--- config.mk ---
export PLATFORM = sky130hd
export DESIGN_NAME = lvl_irq_status
export DESIGN_NICKNAME = d
export VERILOG_FILES = /design/src/rtl/lvl_irq_pkg.sv /design/src/rtl/lvl_irq_thresh.sv /design/src/rtl/lvl_irq_levels.sv /design/src/rtl/lvl_irq_sticky.sv /design/src/rtl/lvl_irq_status.sv
export SDC_FILE = /design/constraint.sdc
export NUM_CORES = 1
export LEC_CHECK = 0
export ABC_AREA = 0
export CORE_MARGIN = 2
export CORE_UTILIZATION = 34
export CTS_CLUSTER_SIZE = 14
export DETAILED_ROUTE_END_ITERATION = 8
export PLACE_DENSITY_LB_ADDON = 0.08
export SYNTH_ARGS = -nofsm -noshare
export SYNTH_HDL_FRONTEND = slang
export SYNTH_SLANG_ARGS = --single-unit
--- constraint.sdc ---
create_clock -name clk -period 1.7 [get_ports clk]
set_clock_uncertainty 0.15 [all_clocks]
set_input_delay 0.34 -clock clk [delete_from_list [all_inputs] [get_ports clk]]
set_output_delay 0.34 -clock clk [all_outputs]
set_load 0.05 [all_outputs]
--- src/rtl/lvl_irq_pkg.sv ---
package lvl_irq_pkg;
    localparam int unsigned STS_W = 32;

    // receive level flags
    localparam int unsigned B_RX_RDY  = 0;
    localparam int unsigned B_RX_HALF = 1;
    localparam int unsigned B_RX_FULL = 2;
    localparam int unsigned B_RX_Q1   = 3;
    localparam int unsigned B_RX_Q3   = 4;
    // receive sticky flags
    localparam int unsigned B_RX_OVF  = 5;
    localparam int unsigned B_RX_UDF  = 6;
    // transmit level flags
    localparam int unsigned B_TX_EMPTY = 8;
    localparam int unsigned B_TX_HALF  = 9;
    localparam int unsigned B_TX_FULL  = 10;
    localparam int unsigned B_TX_Q1    = 11;
    localparam int unsigned B_TX_Q3    = 12;
    // transmit sticky flags
    localparam int unsigned B_TX_OVF  = 13;
    localparam int unsigned B_TX_UDF  = 14;
    // engine sticky flags
    localparam int unsigned B_DONE    = 16;
    localparam int unsigned B_SS      = 17;
    localparam int unsigned B_CNT_ERR = 31;

    localparam int unsigned RX_LVL_LO = B_RX_RDY;
    localparam int unsigned TX_LVL_LO = B_TX_EMPTY;
    localparam int unsigned LVL_N     = 5;

    localparam logic [STS_W-1:0] STS_MASK    = 32'h8003_7F7F;
    localparam logic [STS_W-1:0] W1C_MASK    = STS_MASK & ~(32'h1 << B_CNT_ERR);
    localparam logic [STS_W-1:0] EN_MASK     = 32'h0003_7F7F;
    localparam logic [STS_W-1:0] STICKY_MASK = 32'h8003_6060;

    // transmit level flags after a FIFO clear: [Q3,Q1,FULL,HALF,EMPTY]
    localparam logic [LVL_N-1:0] TX_LVL_CLR = 5'b11011;
    localparam logic [LVL_N-1:0] RX_LVL_CLR = 5'b00000;
endpackage

--- src/rtl/lvl_irq_thresh.sv ---
module lvl_irq_thresh
    import lvl_irq_pkg::*;
#(
    parameter int unsigned DEPTH = 64,
    parameter int unsigned CW    = $clog2(DEPTH + 1),
    parameter bit          IS_TX = 1'b0
) (
    input  logic [CW-1:0]    used,
    output logic [LVL_N-1:0] flags
);
    localparam logic [CW-1:0] QTR  = CW'(DEPTH / 4);
    localparam logic [CW-1:0] HALF = CW'(DEPTH / 2);
    localparam logic [CW-1:0] FULL = CW'(DEPTH);

    logic [CW-1:0] free_sp;
    assign free_sp = FULL - used;

    generate
        if (IS_TX) begin : g_tx
            // [4]=used<=Q  [3]=free>=Q  [2]=full  [1]=free>=H  [0]=empty
            assign flags = {used <= QTR, free_sp >= QTR, used == FULL,
                            free_sp >= HALF, used == '0};
        end else begin : g_rx
            // [4]=free<=Q  [3]=used>=Q  [2]=full  [1]=used>=H  [0]=not empty
            assign flags = {free_sp <= QTR, used >= QTR, used == FULL,
                            used >= HALF, used != '0};
        end
    endgenerate
endmodule

--- src/rtl/lvl_irq_levels.sv ---
module lvl_irq_levels
    import lvl_irq_pkg::*;
#(
    parameter int unsigned DEPTH = 64,
    parameter int unsigned CW    = $clog2(DEPTH + 1)
) (
    input  logic             clk,
    input  logic             rst_n,
    input  logic [CW-1:0]    tx_used,
    input  logic [CW-1:0]    rx_used,
    input  logic             tx_clr,
    input  logic             rx_clr,
    output logic [LVL_N-1:0] tx_lvl,
    output logic [LVL_N-1:0] rx_lvl
);
    logic [LVL_N-1:0] tx_cmp, rx_cmp;

    lvl_irq_thresh #(.DEPTH(DEPTH), .CW(CW), .IS_TX(1'b1)) u_tx_thr (
        .used (tx_used),
        .flags(tx_cmp)
    );

    lvl_irq_thresh #(.DEPTH(DEPTH), .CW(CW), .IS_TX(1'b0)) u_rx_thr (
        .used (rx_used),
        .flags(rx_cmp)
    );

    always_ff @(posedge clk or negedge rst_n) begin
        if (!rst_n) begin
            tx_lvl <= TX_LVL_CLR;
            rx_lvl <= RX_LVL_CLR;
        end else begin
            tx_lvl <= tx_clr ? TX_LVL_CLR : tx_cmp;
            rx_lvl <= rx_clr ? RX_LVL_CLR : rx_cmp;
        end
    end
endmodule

--- src/rtl/lvl_irq_sticky.sv ---
module lvl_irq_sticky (
    input  logic clk,
    input  logic rst_n,
    input  logic set,
    input  logic clr,
    input  logic flush,
    output logic q
);
    // flush beats set, set beats a software clear
    always_ff @(posedge clk or negedge rst_n) begin
        if (!rst_n)     q <= 1'b0;
        else if (flush) q <= 1'b0;
        else if (set)   q <= 1'b1;
        else if (clr)   q <= 1'b0;
    end
endmodule

--- src/rtl/lvl_irq_status.sv ---
module lvl_irq_status
    import lvl_irq_pkg::*;
#(
    parameter int unsigned DEPTH = 64,
    parameter int unsigned CW    = $clog2(DEPTH + 1)
) (
    input  logic          clk,
    input  logic          rst_n,
    input  logic [CW-1:0] tx_used,
    input  logic [CW-1:0] rx_used,
    input  logic          done_pulse,
    input  logic          ss_pulse,
    input  logic          tx_ovf_pulse,
    input  logic          tx_udf_pulse,
    input  logic          rx_ovf_pulse,
    input  logic          rx_udf_pulse,
    input  logic          cnt_err_pulse,
    input  logic          tx_fifo_clr,
    input  logic          rx_fifo_clr,
    input  logic          sts_wr,
    input  logic          en_wr,
    input  logic [31:0]   wr_data,
    output logic [31:0]   status,
    output logic [31:0]   enable,
    output logic          irq
);
    logic [LVL_N-1:0] tx_lvl, rx_lvl;
    logic [STS_W-1:0] set_vec, flush_vec, clr_vec, sts_w;
    logic [STS_W-1:0] en_q;

    lvl_irq_levels #(.DEPTH(DEPTH), .CW(CW)) u_levels (
        .clk    (clk),
        .rst_n  (rst_n),
        .tx_used(tx_used),
        .rx_used(rx_used),
        .tx_clr (tx_fifo_clr),
        .rx_clr (rx_fifo_clr),
        .tx_lvl (tx_lvl),
        .rx_lvl (rx_lvl)
    );

    always_comb begin
        set_vec             = '0;
        set_vec[B_RX_OVF]   = rx_ovf_pulse;
        set_vec[B_RX_UDF]   = rx_udf_pulse;
        set_vec[B_TX_OVF]   = tx_ovf_pulse;
        set_vec[B_TX_UDF]   = tx_udf_pulse;
        set_vec[B_DONE]     = done_pulse;
        set_vec[B_SS]       = ss_pulse;
        set_vec[B_CNT_ERR]  = cnt_err_pulse;

        flush_vec           = '0;
        flush_vec[B_RX_OVF] = rx_fifo_clr;
        flush_vec[B_RX_UDF] = rx_fifo_clr;
        flush_vec[B_TX_OVF] = tx_fifo_clr;
        flush_vec[B_TX_UDF] = tx_fifo_clr;

        clr_vec = sts_wr ? (wr_data & W1C_MASK) : '0;
    end

    generate
        for (genvar i = 0; i < STS_W; i++) begin : g_bit
            if (STICKY_MASK[i]) begin : g_sticky
                lvl_irq_sticky u_cell (
                    .clk  (clk),
                    .rst_n(rst_n),
                    .set  (set_vec[i]),
                    .clr  (clr_vec[i]),
                    .flush(flush_vec[i]),
                    .q    (sts_w[i])
                );
            end else if (i >= RX_LVL_LO && i < RX_LVL_LO + LVL_N) begin : g_rx
                assign sts_w[i] = rx_lvl[i - RX_LVL_LO];
            end else if (i >= TX_LVL_LO && i < TX_LVL_LO + LVL_N) begin : g_tx
                assign sts_w[i] = tx_lvl[i - TX_LVL_LO];
            end else begin : g_zero
                assign sts_w[i] = 1'b0;
            end
        end
    endgenerate

    always_ff @(posedge clk or negedge rst_n) begin
        if (!rst_n)     en_q <= '0;
        else if (en_wr) en_q <= wr_data & EN_MASK;
    end

    assign status = sts_w;
    assign enable = en_q;
    assign irq    = |(sts_w & en_q);
endmodule

### Word-level counts from Yosys, hierarchy flattened

Index checks and enable logic that the tools add are counted.

| storage, ports and cells | value |
|---|---|
| register bits | 33 |
| logic and storage cells | 52 |
| input bits | 59 |
| output and inout bits | 65 |

| operators by class | value |
|---|---|
| magnitude comparators | 6 |
| reduce and logical (&&, ||, !) cells | 10 |
| add/sub/neg operators | 2 |
| multiplexer cells | 21 |
| bitwise logic cells | 1 |
| eq/ne operators | 2 |

Operators with widths:

| operator | count |
|---|---|
| bitwise AND 32 x 18 -> 32 bit | 1 |
| OR reduction 32 bit | 1 |
| 2-to-1 mux 1 bit | 18 |
| 2-to-1 mux 18 bit | 1 |
| equality test 7 bit (second input constant) | 2 |
| greater-or-equal comparator 7 x 5 -> 1 bit (second input constant) | 2 |
| greater-or-equal comparator 7 x 6 -> 1 bit (second input constant) | 2 |
| less-or-equal comparator 7 x 5 -> 1 bit (second input constant) | 2 |
| subtractor 7 bit (first input constant) | 2 |
| nonzero test 3 bit | 4 |
| 2-to-1 mux 5 bit | 2 |
| zero test 7 bit | 1 |
| nonzero test 7 bit | 1 |
| nonzero test 2 bit | 3 |

### Longest topological paths before layout

| logic depth | value |
|---|---|
| word-level depth | 4 |
| depth in mapped cells | 6 |
| mapped depth without buffers | 6 |

### Hierarchy

Synthesis repeated with hierarchy kept, for this count alone.

| second synthesis, totals | value |
|---|---|
| cell total of the unflattened synthesis | 145 |
| area total of the unflattened synthesis | 1,764.2 µm² |

Modules (own cells, without submodules):

| module | instances | seq. area each (µm²) | cells each | area an instance (µm²) |
|---|---|---|---|---|
| lvl_irq_status | 1 | 400.4 | 81 | 999.7 |
| lvl_irq_levels | 1 | 255.2 | 20 | 317.8 |
| lvl_irq_sticky | 7 | 25.0 | 4 | 43.8 |
| lvl_irq_thresh (u_levels.u_tx_thr) | 1 | 0.0 | 8 | 72.6 |
| lvl_irq_thresh (u_levels.u_rx_thr) | 1 | 0.0 | 8 | 67.6 |

### Worst setup path before layout

No wires, ideal clock.

| timing path | value |
|---|---|
| kind | register to output |
| from | register u_levels.rx_lvl[2] |
| to | output port irq |
| setup slack | -345 ps |
| stages on the path, launching flop included | 4 |
| arrival time | 1,555 ps |
| required time | 1,210 ps |
| path buffers | 0 |
| cells stage by stage | dfrtp_1 -> a22o_1 -> a221oi_1 -> nand4_1 |

| between the ends | value |
|---|---|
| word-level cells in the longest chain between the ends | 2 |

Ends and longest elaborated chain:

| what | RTL line | source |
|---|---|---|
| start, declared | lvl_irq_levels.sv:14 | `output logic [LVL_N-1:0] rx_lvl` |
| start signal, assigned | lvl_irq_levels.sv:34 | `rx_lvl <= rx_clr ? RX_LVL_CLR : rx_cmp;` |
| bitwise AND 32 x 18 -> 32 bit | lvl_irq_status.sv:89 | `assign irq = \|(sts_w & en_q);` |
| OR reduction 32 bit | lvl_irq_status.sv:89 |  |
| end, declared | lvl_irq_status.sv:25 | `output logic irq` |

No other way between the ends.

### Worst setup path in the final report

| timing path | value |
|---|---|
| from | register u_levels.rx_lvl[4] |
| to | output port irq |

The elaborated chain is that of the path after synthesis.

==> flow_summary.ini <==
[worst_hold_path]
holdCritPathClass = input pin to async pin

[drt]
drtIter0Drc = 68
drcViolationCount = 0
dr.pass1.iters = 4
vias = 1333
routedWlPerCell_um = 14.03
via_per_inst = 4.458
finalWirelength_um = 4195
ant_nets = 0

[setup_path]
critical_path_class = flip-flop to primary output
crit_path_end_kind = primary output
cp-start-kind = flip-flop
required_ns = 1.21
r2r_setup_slack_ns = 0.62
worstPathArrival_ns = 1.47
path_max_fanout = 2

[sta]
fin_crit_ns = 1.961
rsz0062_at_grt = yes
setup_slack_ns = -0.2606
final-hold-violation-count = 0
maxSlewViolCount = 0
fin_crit_sh = 1.153
setup_viol = 1
fmax_mhz = 510.1

[floorplan]
fp.dieH_um = 73.70
start_util = 0.3520
ios = 124
fp-row-count = 25
fp.coreArea_um2 = 4692
fp.dieW_um = 73.70
die_area_um2 = 5431

[global_route]
grt_pass1_wl_um = 6575
use_met3 = 0.03567
gr-usage-met2 = 0.2659
grt_usage = 0.1619
grt_max_degree = 34
met1_usage = 0.2081
top_usage_layer = met2
antenna_found_initial = 0
grt_pass1_vias = 1337
overflow = 0

[outcome]
status = finished, violations left
violations = setup timing

[power]
p_leak_uw = 0.001349
powerDensity_nw_per_um2 = 828.0
p_total_uw = 2480
worst_ir_drop_vdd_v = 0.0004411

[layout]
antenna_cells = 0
fin_nets = 304
layoutNonFillerInstCount = 299
syn2layout_area_growth_pct = 81.36
final_layout_size_suffix_gt1_frac = 0.4286
final_core_util = 0.6384

[logic_synthesis]
yosysWarningCount = 0
syn_inst = 149
syn_area_per_cell_um2 = 11.08
synth.distinct_cells = 30
synth_seq_cells = 33
syn_area_um2 = 1652
yosysSeqAreaShare = 0.5030

[placement]
gp_routability_congestion = 0.7829
placed_cells = 291
hpwl_um = 3418
portBuffers = 76

[clocking]
htree_levels = 2
post-cts-setup-buffers = 0
cts.sinks = 33
clkSlewWorstSetupHoldPaths_ns = 0.07
clkLatencyLatePin_ns = 0.28
cts-buffers-inserted = 5
clockBufferDepth = 2
cts_tree = done
cts-root-buf = clkbuf_8

[flow_run]
max_cap_viol_count = 0
-- layout by cell type, fill, tap and decap left out, drive strengths merged, types with 2 or more instances in the layout --
cell and n:
a22o 4, a221oi 4, xor2 2, conb 31
nor2 13, dfstp 4, buf 58, nand2 11
clkdlybuf4s50 37, dfrtp 29, a21oi 5, nor4 2
mux2 16, clkbuf 7, dlygate4sd2 2, inv 4
a21o 2
-- critical path, stage by stage (launching register included) --
cell	delay, ns
dfrtp_2	0.40
a22o_1	0.25
a221oi_2	0.22
nand4_1	0.14
buf_6	0.18
-- layer usage --
layer	up-vias	part of all wire	routed length (um)
met5	-	0	0
met4	0	0.014	60
met3	5	0.076	320
met2	77	0.49	2056
met1	622	0.42	1758
li1	629	-	-
-- final timing paths --
check	from	to	cells after the start
max in group asynchronous	rst_n	u_levels.tx_lvl[1]	2
max	u_levels.rx_lvl[4]	irq	4
max reg2reg	enable[0]	enable[0]	2
min reg2reg	g_bit[31].g_sticky.u_cell.q	g_bit[31].g_sticky.u_cell.q	1
min	rst_n	enable[16]	2
min in group clk	g_bit[31].g_sticky.u_cell.q	g_bit[31].g_sticky.u_cell.q	1
-- repair_timing --
action | in CTS | in global routing
gates resized for setup | 13 | 5
endpoints found under the setup margin | 5 | 2
pin swaps | 6 | 4
hold buffers | 0 | 0
-- flip-flops by register name (all words and copies together) (netlist names) --
name                     count
u_levels.tx_lvl              5
u_levels.rx_lvl              5
g_bit.g_sticky.u_cell.q      7
enable                      16
-- area by class of cell --
| class | count | area, um^2 |
|---|---|---|
| multi-input combinational | 102 | 666.9 |
| timing repair buffer | 98 | 1280 |
| sequential | 33 | 844.6 |
| clock inverter | 1 | 5.005 |
| fill | 369 | 1697 |
| tap | 54 | 67.56 |
| inverter | 4 | 35.03 |
| clock buffer | 7 | 96.34 |
-- through the flow --
stage | setup WS, ns | area (um^2) | TNS [ns] | hold WS [ns]
after floorplan | -0.2263 | 1841 | -0.2598 | -0.1056
after global placement | -0.6596 | 2893 | -2.277 | 0.3700
after detailed placement | -0.7253 | 2893 | -2.527 | 0.3799
after CTS | -0.2871 | 2994 | -0.2871 | 0.2851
after global routing | -0.3621 | 2995 | -0.3621 | 0.2881
final | -0.2606 | 2995 | -0.2606 | 0.2738
-- Yosys cell counts, drive strengths merged --
master | n | area share
or3 | 1 | 0.0038
a21o | 2 | 0.0091
or2 | 1 | 0.0038
a221oi | 4 | 0.021
nand2 | 11 | 0.025
a2111o | 1 | 0.0068
nor4 | 2 | 0.0076
clkbuf | 1 | 0.0023
o31ai | 1 | 0.0045
ha | 1 | 0.0076
and3 | 1 | 0.0038
nor2 | 13 | 0.031
nor3b | 1 | 0.0045
nand2b | 1 | 0.0038
o21ai | 1 | 0.0030
a21oi | 5 | 0.015
nand4 | 1 | 0.0038
inv | 4 | 0.0091
or4b | 1 | 0.0083
mux2 | 16 | 0.11
conb | 1 | 0.0023
a31oi | 1 | 0.0038
dfrtp | 29 | 0.44
a22o | 4 | 0.021
buf | 39 | 0.18
dfstp | 4 | 0.064
xor2 | 2 | 0.011
-- cells by family (layout without fill, tap and decap cells) --
| group | after synthesis | after routing | synth area share |
|---|---|---|---|
| AO/OA/AOI/OAI | 19 | 19 | 0.08484 |
| XOR/XNOR | 2 | 2 | 0.01061 |
| adder cells (fa/ha/maj) | 1 | 1 | 0.007575 |
| buffers and inverters | 44 | 110 | 0.1871 |
| flip-flops | 33 | 33 | 0.5030 |
| multiplexers | 16 | 16 | 0.1091 |
| other | 1 | 31 | 0.002271 |
| AND/OR/NAND/NOR | 33 | 33 | 0.09547 |
-- report_power, final --
group | switching, uW | internal [uW] | total, uW | leakage [uW]
combinational | 511 | 420 | 931 | 0.000921
clock | 271 | 366 | 636 | 0.0000542
sequential | 62.6 | 851 | 913 | 0.000374
total | 844 | 1640 | 2480 | 0.00135
(Power assumes the default switching activity.)
